--- config.mk ---
export PLATFORM = sky130hd
export DESIGN_NAME = pt_walker
export DESIGN_NICKNAME = d
export VERILOG_FILES = /design/src/rtl/pgw_pkg.sv /design/src/rtl/pgw_classify.sv /design/src/rtl/pgw_entry_check.sv /design/src/rtl/pt_walker.sv
export SDC_FILE = /design/constraint.sdc
export NUM_CORES = 1
export LEC_CHECK = 0
export CAP_MARGIN = 20
export CELL_PAD_IN_SITES_DETAIL_PLACEMENT = 1
export CELL_PAD_IN_SITES_GLOBAL_PLACEMENT = 2
export CORE_ASPECT_RATIO = 0.6
export CORE_UTILIZATION = 23
export CTS_BUF_LIST = sky130_fd_sc_hd__clkbuf_16
export DETAILED_ROUTE_END_ITERATION = 6
export HOLD_SLACK_MARGIN = 0.05
export MAX_ROUTING_LAYER = met4
export PLACE_DENSITY = 0.78
export SETUP_SLACK_MARGIN = 0.15
export SYNTH_ARGS = -nofsm -noshare
export SYNTH_HDL_FRONTEND = slang
export SYNTH_SLANG_ARGS = --single-unit
export TNS_END_PERCENT = 50
--- constraint.sdc ---
create_clock -name clk -period 4.2 [get_ports clk]
set_input_delay 1.26 -clock clk [delete_from_list [all_inputs] [get_ports clk]]
set_output_delay 1.26 -clock clk [all_outputs]
set_load 0.05 [all_outputs]
--- src/rtl/pgw_pkg.sv ---
package pgw_pkg;

    localparam int ADDR_W     = 64;
    localparam int PAGE_SHIFT = 13;
    localparam int VA_BITS    = 43;
    localparam int IDX_W      = 10;
    localparam int LEVELS     = 3;
    localparam int PTE_SHIFT  = 3;

    // entry bit positions (decoded by the walk logic)
    localparam int PTE_V     = 0;
    localparam int PTE_FOR   = 1;
    localparam int PTE_FOE   = 3;
    localparam int PTE_RD_K  = 8;
    localparam int PTE_WR_K  = 12;

    // superpage remap: low bits kept, one bit relocated
    localparam int SP_KEEP   = 40;
    localparam int SP_DST    = 43;

    localparam logic [2:0] PERM_ALL = 3'b111;

    typedef enum logic [2:0] {
        FLT_NONE     = 3'd0,
        FLT_ACCESS   = 3'd1,
        FLT_INVALID  = 3'd2,
        FLT_ON_READ  = 3'd3,
        FLT_ON_WRITE = 3'd4,
        FLT_ON_EXEC  = 3'd5
    } fault_e;

    typedef enum logic [1:0] {
        LVL_TOP  = 2'd0,
        LVL_MID  = 2'd1,
        LVL_LEAF = 2'd2
    } level_e;

    typedef enum logic [1:0] {
        ST_IDLE  = 2'd0,
        ST_ISSUE = 2'd1,
        ST_WAIT  = 2'd2
    } walk_st_e;

    typedef struct packed {
        fault_e              fault;
        logic [ADDR_W-1:0]   paddr;
        logic [2:0]          perm;
    } xlat_res_t;

    typedef struct packed {
        logic      finish;
        xlat_res_t res;
    } classify_t;

    typedef struct packed {
        logic              stop;
        xlat_res_t         res;
        logic [ADDR_W-1:0] next_base;
    } entry_eval_t;

    function automatic fault_e fo_fault(logic [2:0] need);
        if (need[2])      return FLT_ON_EXEC;
        else if (need[1]) return FLT_ON_WRITE;
        else              return FLT_ON_READ;
    endfunction

endpackage

--- src/rtl/pgw_classify.sv ---
module pgw_classify
    import pgw_pkg::*;
#(
    parameter int AW    = ADDR_W,
    parameter int VBITS = VA_BITS
) (
    input  logic [AW-1:0] vaddr,
    input  logic          bypass,
    input  logic          user,
    output classify_t     cls
);
    localparam int EXT_W = AW - VBITS;

    logic canonical;
    logic superpage;

    assign canonical = (vaddr[AW-1:VBITS] == {EXT_W{vaddr[AW-1]}});
    assign superpage = vaddr[AW-1] && (vaddr[VBITS-1:VBITS-2] == 2'b10);

    always_comb begin
        cls = '0;
        if (bypass) begin
            cls.finish     = 1'b1;
            cls.res.paddr  = vaddr;
            cls.res.perm   = PERM_ALL;
        end else if (!canonical) begin
            cls.finish     = 1'b1;
            cls.res.fault  = FLT_ACCESS;
        end else if (superpage) begin
            cls.finish = 1'b1;
            if (user) begin
                cls.res.fault = FLT_ACCESS;
            end else begin
                cls.res.paddr[SP_KEEP-1:0] = vaddr[SP_KEEP-1:0];
                cls.res.paddr[SP_DST]      = vaddr[SP_KEEP];
                cls.res.perm               = PERM_ALL;
            end
        end
    end

endmodule

--- src/rtl/pgw_entry_check.sv ---
module pgw_entry_check
    import pgw_pkg::*;
#(
    parameter int AW     = ADDR_W,
    parameter int PSHIFT = PAGE_SHIFT
) (
    input  logic [63:0]        pte,
    input  level_e             lvl,
    input  logic               user,
    input  logic [2:0]         need,
    input  logic [PSHIFT-1:0]  page_off,
    output entry_eval_t        ev
);
    logic       rd_ok;
    logic       wr_ok;
    logic [2:0] grant;
    logic [2:0] kept;
    logic [AW-1:0] frame_addr;
    logic       unused_bits;

    assign rd_ok      = user ? pte[PTE_RD_K+1] : pte[PTE_RD_K];
    assign wr_ok      = user ? pte[PTE_WR_K+1] : pte[PTE_WR_K];
    assign grant      = {rd_ok, wr_ok, rd_ok};
    assign kept       = grant & ~pte[PTE_FOE:PTE_FOR];
    assign frame_addr = AW'({pte[63:32], {PSHIFT{1'b0}}});
    assign unused_bits = ^{pte[31:14], pte[11:10], pte[7:4]};

    always_comb begin
        ev           = '0;
        ev.next_base = frame_addr;
        if (!pte[PTE_V]) begin
            ev.stop      = 1'b1;
            ev.res.fault = FLT_INVALID;
        end else if (lvl != LVL_LEAF) begin
            if (!pte[PTE_RD_K]) begin
                ev.stop      = 1'b1;
                ev.res.fault = FLT_ACCESS;
            end
        end else begin
            ev.stop = 1'b1;
            if ((need != 3'b000) && ((grant & need) == 3'b000)) begin
                ev.res.fault = FLT_ACCESS;
            end else if ((need != 3'b000) && ((kept & need) == 3'b000)) begin
                ev.res.fault = fo_fault(need);
            end else begin
                ev.res.perm  = kept;
                ev.res.paddr = frame_addr | AW'(page_off);
            end
        end
    end

endmodule

--- src/rtl/pt_walker.sv ---
module pt_walker
    import pgw_pkg::*;
#(
    parameter int AW     = ADDR_W,
    parameter int PSHIFT = PAGE_SHIFT,
    parameter int VBITS  = VA_BITS,
    parameter int IW     = IDX_W,
    parameter int NLVL   = LEVELS
) (
    input  logic          clk,
    input  logic          rst,
    input  logic          start,
    input  logic [AW-1:0] vaddr,
    input  logic [AW-1:0] pt_base,
    input  logic          user_mode,
    input  logic          phys_bypass,
    input  logic [2:0]    need_perm,
    output logic          mem_req,
    output logic [AW-1:0] mem_addr,
    input  logic          mem_rvalid,
    input  logic [63:0]   mem_rdata,
    output logic          done,
    output logic [AW-1:0] paddr,
    output logic [2:0]    perm,
    output logic [2:0]    fault
);
    localparam int VA_KEEP = PSHIFT + NLVL * IW;

    walk_st_e             state_q;
    level_e               lvl_q;
    logic [AW-1:0]        base_q;
    logic [VA_KEEP-1:0]   va_q;
    logic                 user_q;
    logic [2:0]           need_q;
    xlat_res_t            res_q;
    logic                 done_q;
    logic                 st_idle;

    classify_t            cls;
    entry_eval_t          ev;
    logic [IW-1:0]        lvl_idx [NLVL];
    logic [IW-1:0]        cur_idx;

    pgw_classify #(.AW(AW), .VBITS(VBITS)) u_classify (
        .vaddr  (vaddr),
        .bypass (phys_bypass),
        .user   (user_mode),
        .cls    (cls)
    );

    pgw_entry_check #(.AW(AW), .PSHIFT(PSHIFT)) u_entry (
        .pte      (mem_rdata),
        .lvl      (lvl_q),
        .user     (user_q),
        .need     (need_q),
        .page_off (va_q[PSHIFT-1:0]),
        .ev       (ev)
    );

    // one index field per level, top level from the highest bits
    for (genvar g = 0; g < NLVL; g++) begin : g_idx
        assign lvl_idx[g] = va_q[PSHIFT + (NLVL-1-g)*IW +: IW];
    end

    assign cur_idx  = lvl_idx[lvl_q];
    assign mem_addr = base_q + (AW'(cur_idx) << PTE_SHIFT);
    assign mem_req  = (state_q == ST_ISSUE);
    assign st_idle  = (state_q == ST_IDLE);

    always_ff @(posedge clk) begin
        if (rst) begin
            state_q <= ST_IDLE;
            lvl_q   <= LVL_TOP;
            base_q  <= '0;
            va_q    <= '0;
            user_q  <= 1'b0;
            need_q  <= 3'b000;
            res_q   <= '0;
            done_q  <= 1'b0;
        end else begin
            done_q <= 1'b0;
            case (state_q)
                ST_IDLE: begin
                    if (start) begin
                        va_q   <= vaddr[VA_KEEP-1:0];
                        user_q <= user_mode;
                        need_q <= need_perm;
                        base_q <= pt_base;
                        lvl_q  <= LVL_TOP;
                        if (cls.finish) begin
                            res_q  <= cls.res;
                            done_q <= 1'b1;
                        end else begin
                            state_q <= ST_ISSUE;
                        end
                    end
                end
                ST_ISSUE: begin
                    state_q <= ST_WAIT;
                end
                ST_WAIT: begin
                    if (mem_rvalid) begin
                        if (ev.stop) begin
                            res_q   <= ev.res;
                            done_q  <= 1'b1;
                            state_q <= ST_IDLE;
                        end else begin
                            base_q  <= ev.next_base;
                            lvl_q   <= level_e'(lvl_q + 2'd1);
                            state_q <= ST_ISSUE;
                        end
                    end
                end
                default: state_q <= ST_IDLE;
            endcase
        end
    end

    assign done  = done_q;
    assign paddr = res_q.paddr;
    assign perm  = res_q.perm;
    assign fault = res_q.fault;

endmodule

==> results.sh, run 1 <==
export IMPL_outcome="complete, but fails checks"
export IMPL_violations="negative setup slack"
export IMPL_vdd_drop_max_uv=245
export IMPL_numCtsBuffers=17
export IMPL_areaGrowthSynthToFinish_pct=73.0
export IMPL_grt_max_degree=97
export IMPL_swShare_pct=34.1
export IMPL_ys_types=66
export IMPL_first_iter_violations=540
export IMPL_crit_start="lvl_q[0]"
export IMPL_place_gp_congestion=0.849
export IMPL_ys_flop_type="dfxtp_1"
export IMPL_worstSkewPairLatency_ns=0.46
export IMPL_htreeDepth=4
export IMPL_syn_inst=1162
export IMPL_yosysTopAreaCell="dfxtp_1"
export IMPL_end_kind="primary output"
export IMPL_syn_mean_instance_area_um2=8.09
export IMPL_wirelength_um=43900
export IMPL_core_area_mm2=0.0397
export IMPL_cts_reportedPaths_clkPinSlew_ns=0.07
export IMPL_grtUsageTotal_pct=21.5
export IMPL_yosysSeqAreaShare_pct=39.6
export IMPL_syn_area_mm2=0.00940
export IMPL_power_switching_mw=1.69
export IMPL_worst_slew_pin_slew_ns=0.879
export IMPL_p_clk_share_pct=33.4
export IMPL_root_buffer="clkbuf_16"
export IMPL_drv_cap=0
export IMPL_wl_per_cell_um=21.3
export IMPL_setup_slack_ns=-0.541
export IMPL_path_cells="buf_6, mux2i_4, nor2_2, a21oi_4, inv_2, ha_4, a21o_1, a21o_1, a211oi_2, buf_4, o21a_4, buf_12, buf_16, buf_4, nor4_4, xor2_4, buf_12"
export IMPL_skew_ns=0.0151
export IMPL_setup_tns_final_ns=-25.09
export IMPL_rsz0062_at_grt="yes"
export IMPL_worstPathArrival_ns=3.48
export IMPL_cp_required_ns=2.94
export IMPL_viasPerCell=4.88
export IMPL_hold_start="base_q[1]"
export IMPL_numPortBuffers=312
export IMPL_vias=10000
export IMPL_ctsHoldBuffers=0
export IMPL_setup_violations=56
export IMPL_intPower_mw=3.27
export IMPL_dp_hpwl_um=32600
export IMPL_timing_rr_start="state_q[1]"
export IMPL_pwr_share_seq_pct=39.4
export IMPL_synthTopCellsByArea="dfxtp_1 (40%), nand2_1 (9.3%), a21oi_1 (5.0%)"
export IMPL_die_x_um=263
export IMPL_initial_core_util_pct=23.7
export IMPL_critPathMaxStageDelay_ns=0.39
export IMPL_crit_family="buffers and inverters"
export IMPL_period_minus_slack_ns=4.74
export IMPL_combPwrFrac_pct=27.2
export IMPL_path_buf_inv=7
export IMPL_drt_antenna_violating_nets=0
export IMPL_grt_overflow=0
export IMPL_ys_seq_elements=186
export IMPL_start_kind="register"
export IMPL_period_share_pct=113
export IMPL_synth_async_reset_ratio_pct=0
export IMPL_slowest_stage="dfxtp_4"
export IMPL_drc=0
export IMPL_yosys_area_top_type_share_pct=39.6
export IMPL_ios=337
export IMPL_crit_type="register to primary output"
export IMPL_relSlewSlack_pct=41.4
export IMPL_fp_row_count=56
export IMPL_grt_pass1_vias=10400
export IMPL_power_total_mw=4.97
export IMPL_slew_viol_final=0
export IMPL_syn_nets=1375
export IMPL_path_max_fanout=5
export IMPL_layout_cells_non_filler=2058
export IMPL_synth_edf_count=0
export IMPL_cts_sinks=186
export IMPL_p_leak_nw=6.17
export IMPL_dieArea_mm2=0.0417
export IMPL_grt_pass1_wl_um=65100
export IMPL_place_inst=1994
export IMPL_nNetsFinal=1729
export IMPL_max_freq_mhz=211
export IMPL_hp_class="register to register"
export IMPL_die_y_um=159
export IMPL_drive_gt1_share_pct=25.3
export IMPL_drt_pass1_iter_count=5
export IMPL_cts_path_max_buffers=2
export IMPL_yosysWarnings=0
export IMPL_hold_viol=0
export IMPL_antenna_found_initial=6
export IMPL_power_per_cell_area_mw_per_mm2=305
export IMPL_cts_tree="yes"
## Yosys cell counts, drive strengths merged (3+ instances only)
library cell / n
and4: 5
nand2: 233
buf: 29
nor2b: 7
or3: 3
and2: 3
xor2: 30
a211oi: 6
mux2i: 11
ha: 11
o21ai: 17
nor3: 66
nor4: 11
a311oi: 33
nand2b: 4
a22o: 21
o21a: 3
inv: 12
a221oi: 44
and3: 11
clkbuf: 64
dfxtp: 186
xnor2: 27
a21o: 4
nand3: 61
nor2: 112
a21oi: 94
nand4: 21
## worst paths after layout
path,endpoint,cells after the start,slack [ns]
max,mem_addr[58],17,-0.54
max reg2reg,paddr[9],8,1.72
min,base_q[1],2,0.45
min reg2reg,base_q[1],2,0.45
## final cells by class
cell class                 count  area (um2)
antenna                        7        17.5
tap                          522         653
sequential                   186        3730
timing repair buffer         428        4820
clock buffer                  17         425
multi-input combinational    871        6420
inverter                      12        45.0
clock inverter                15         154
fill                        4423       23400
## power groups by stage
stage / combinational [mW] / sequential, mW / clock (mW)
floorplan: 0.530 / 2.12 / 0
global route: 1.42 / 1.97 / 1.79
finish: 1.35 / 1.96 / 1.66
detailed placement: 1.32 / 1.99 / 0
CTS: 1.35 / 1.96 / 1.71
global placement: 1.30 / 1.99 / 0
## sequential cells by signal, summed over array words and instances, names as in the netlist
signal	cells
base_q	64
done	1
fault	3
lvl_q	2
need_q	3
paddr	64
perm	3
state_q	2
user_q	1
va_q	43
## per-layer routing
layer | share of wire (%) | track usage [%] | vias up
li1 | - | - | 4838
met1 | 50 | 29.3 | 4964
met4 | 1.5 | 5.54 | 0
met5 | 0 | - | -
met2 | 45 | 32.5 | 211
met3 | 4.0 | 3.99 | 31
## cells in the final DEF, fill, tap and decap left out, types with 8 or more instances in the layout
master | synthesis | final
clkbuf_16 | 0 | 17
a311oi_1 | 32 | 32
buf_12 | 0 | 72
nor3_2 | 38 | 43
nor3_1 | 28 | 21
inv_1 | 12 | 10
nand2_1 | 233 | 229
buf_4 | 5 | 93
buf_6 | 7 | 11
o21ai_0 | 16 | 8
dfxtp_1 | 186 | 185
a21oi_1 | 94 | 90
nor2_1 | 111 | 104
xor2_2 | 0 | 15
and3_1 | 11 | 10
xnor2_2 | 0 | 8
nand3_1 | 61 | 52
xor2_4 | 0 | 13
xnor2_4 | 0 | 17
nand4_1 | 21 | 21
a22o_1 | 21 | 21
a221oi_1 | 43 | 43
clkdlybuf4s50_1 | 0 | 250
## worst register-to-register path: stages (launching register included)
cell	delay, ns
dfxtp_1	0.45
nor2b_4	0.36
buf_4	0.47
nor2_1	0.09
nand2_1	0.15
o31ai_4	0.08
buf_4	0.26
a221oi_1	0.41
nor3_2	0.08
## through the flow
| stage | utilization (%) | hold WS, ns | area (um2) | setup slack [ns] |
|---|---|---|---|---|
| 3_5_place_dp | 37.8 | 0.445 | 15000 | -0.328 |
| 3_3_place_gp | 37.8 | 0.441 | 15000 | -0.281 |
| 2_1_floorplan | - | 0.432 | 10300 | 0.0666 |
| 6_report | 41.0 | 0.454 | 16300 | -0.541 |
| 5_1_grt | 41.0 | 0.473 | 16300 | -0.645 |
| 4_1_cts | 40.7 | 0.455 | 16100 | -0.631 |
## repair_timing
item	in CTS	in global routing
setup buffers	16	7
gates cloned	2	0
pin swaps	40	20
resized for setup	73	13
setup endpoints to repair	57	58
## cell families after synthesis
logic type | after synthesis | share of synthesized area [%]
AO/OA/AOI/OAI | 243 | 18.6
AND/OR/NAND/NOR | 546 | 28.4
flip-flops | 186 | 39.6
buffers and inverters | 105 | 5.06
XOR/XNOR | 57 | 5.31
adder cells (fa/ha/maj) | 12 | 1.68
multiplexers | 13 | 1.41
No activity file was read; power rests on OpenSTA's default activity.
==> inputs of run 2 (changes only) <==
--- a/config.mk
+++ b/config.mk
@@ -5,7 +5,6 @@
 export SDC_FILE = /design/constraint.sdc
 export NUM_CORES = 1
 export LEC_CHECK = 0
-export CAP_MARGIN = 20
 export CELL_PAD_IN_SITES_DETAIL_PLACEMENT = 1
 export CELL_PAD_IN_SITES_GLOBAL_PLACEMENT = 2
 export CORE_ASPECT_RATIO = 0.6
@@ -16,6 +15,7 @@
 export MAX_ROUTING_LAYER = met4
 export PLACE_DENSITY = 0.78
 export SETUP_SLACK_MARGIN = 0.15
+export SKIP_CTS_REPAIR_TIMING = 1
 export SYNTH_ARGS = -nofsm -noshare
 export SYNTH_HDL_FRONTEND = slang
 export SYNTH_SLANG_ARGS = --single-unit
==> run 2 against run 1 <==
The flow still finishes with violations (negative setup slack). Sequential share of layout area rose by 0.078 points. Setup slack got worse by 0.096 ns. Cell count fell by 0.19%. Non-clock buffer count fell by 2. Global-route usage fell by 0.69 points. Worst hold slack improved by 0.0024 ns. Clock-buffer cell count did not move.
==> results.sh, run 2 (same netlist as run 1, synthesis figures left out) <==
export IMPL_numCtsBuffers=17
export IMPL_vdd_drop_max_uv=250
export IMPL_power_per_cell_area_mw_per_mm2=306
export IMPL_relSlewSlack_pct=15.1
export IMPL_path_max_fanout=10
export IMPL_die_y_um=159
export IMPL_vias=10100
export IMPL_antenna_found_initial=4
export IMPL_crit_end="mem_addr[31]"
export IMPL_setup_violations=56
export IMPL_wl_per_cell_um=21.2
export IMPL_viasPerCell=4.90
export IMPL_r2r_slack_ns=1.74
export IMPL_violations="negative setup slack"
export IMPL_period_share_pct=115
export IMPL_hp_class="register to register"
export IMPL_drt_antenna_violating_nets=0
export IMPL_nNetsFinal=1727
export IMPL_power_total_mw=4.96
export IMPL_p_leak_nw=6.17
export IMPL_layout_cells_non_filler=2054
export IMPL_outcome="complete, but fails checks"
export IMPL_period_minus_slack_ns=4.84
export IMPL_numPortBuffers=312
export IMPL_fin_area_mm2=0.0162
export IMPL_drive_gt1_share_pct=24.9
export IMPL_place_ws_ns=-0.379
export IMPL_cts_reportedPaths_clkPinSlew_ns=0.08
export IMPL_wirelength_um=43600
export IMPL_cts_path_max_buffers=2
export IMPL_root_buffer="clkbuf_16"
export IMPL_grt_pass1_wl_um=63100
export IMPL_first_iter_violations=536
export IMPL_r2r_end="paddr[9]"
export IMPL_max_freq_mhz=207
export IMPL_skew_ns=0.0128
export IMPL_swShare_pct=34.1
export IMPL_power_switching_mw=1.69
export IMPL_grt_pass1_vias=10200
export IMPL_core_area_mm2=0.0397
export IMPL_place_inst=1993
export IMPL_fp_row_count=56
export IMPL_worst_slew_pin_slew_ns=1.27
export IMPL_hold_viol=0
export IMPL_grt_overflow=0
export IMPL_drv_cap=0
export IMPL_htreeDepth=4
export IMPL_initial_core_util_pct=23.7
export IMPL_worstSkewPairLatency_ns=0.46
export IMPL_hold_slack_ns=0.456
export IMPL_drc=0
export IMPL_placed_cell_area_mm2=0.0150
export IMPL_worstPathArrival_ns=3.58
export IMPL_grtUsageTotal_pct=20.8
export IMPL_slew_viol_final=0
export IMPL_p_clk_share_pct=33.6
export IMPL_place_gp_congestion=0.849
export IMPL_setup_slack_ns=-0.637
export IMPL_areaGrowthSynthToFinish_pct=72.4
export IMPL_drt_pass1_iter_count=5
export IMPL_cts_tree="yes"
export IMPL_intPower_mw=3.27
export IMPL_timing_rr_start="state_q[1]"
export IMPL_cp_required_ns=2.94
export IMPL_dieArea_mm2=0.0417
export IMPL_die_x_um=263
export IMPL_combPwrFrac_pct=27.0
export IMPL_crit_type="register to primary output"
export IMPL_dp_hpwl_um=32600
export IMPL_pwr_share_seq_pct=39.5
export IMPL_crit_start="lvl_q[0]"
export IMPL_mostFrequentLayoutCell="clkdlybuf4s50_1"
export IMPL_cts_sinks=186
export IMPL_start_kind="register"
export IMPL_post_route_util_pct=40.9
export IMPL_rsz0062_at_grt="yes"
export IMPL_grt_max_degree=97
export IMPL_end_kind="primary output"
export IMPL_final_cell_mix="clkdlybuf4s50_1 (250), nand2_1 (230), dfxtp_1 (185)"
export IMPL_setup_tns_final_ns=-26.16
export IMPL_worstRegToRegCells=8
export IMPL_ios=337
[run 2: layer usage]
metal	vias to the layer above	wire [um]	global-route usage (%)
li1	4829	-	-
met1	4981	21600	28.4
met2	215	19500	31.0
met3	38	1830	4.35
met4	0	708	5.71
met5	-	0	-
[run 2: final cells by class]
type,instances,area [um2]
clock buffer,17,425
sequential,186,3730
antenna,5,12.5
inverter,12,45.0
fill,4439,23400
multi-input combinational,871,6410
tap,522,653
clock inverter,15,158
timing repair buffer,426,4780
[run 2: worst min path at each step]
stage                   start         to  cells after the start
finish               va_q[31]   va_q[31]                      2
global route         va_q[35]   va_q[35]                      2
CTS                  va_q[31]   va_q[31]                      2
detailed placement   va_q[31]   va_q[31]                      2
global placement    base_q[0]  base_q[0]                      2
floorplan           base_q[0]  base_q[0]                      2
[run 2: worst max-delay path, stage by stage (launching register included)]
cell	delay [ns]
dfxtp_4	0.37
buf_6	0.13
mux2i_2	0.15
o21ai_2	0.18
ha_2	0.23
inv_2	0.04
fa_2	0.34
nor2b_2	0.14
o31a_1	0.24
o21ai_4	0.15
a211oi_4	0.33
buf_12	0.18
nand4_1	0.22
xnor2_4	0.26
buf_12	0.16
[run 2: power by group through the flow]
stage / clock [mW] / combinational, mW / sequential, mW
global placement: 0 / 1.30 / 1.99
finish: 1.67 / 1.34 / 1.96
global route: 1.79 / 1.41 / 1.97
CTS: 1.72 / 1.32 / 1.95
detailed placement: 0 / 1.32 / 2.00
floorplan: 0 / 0.530 / 2.12
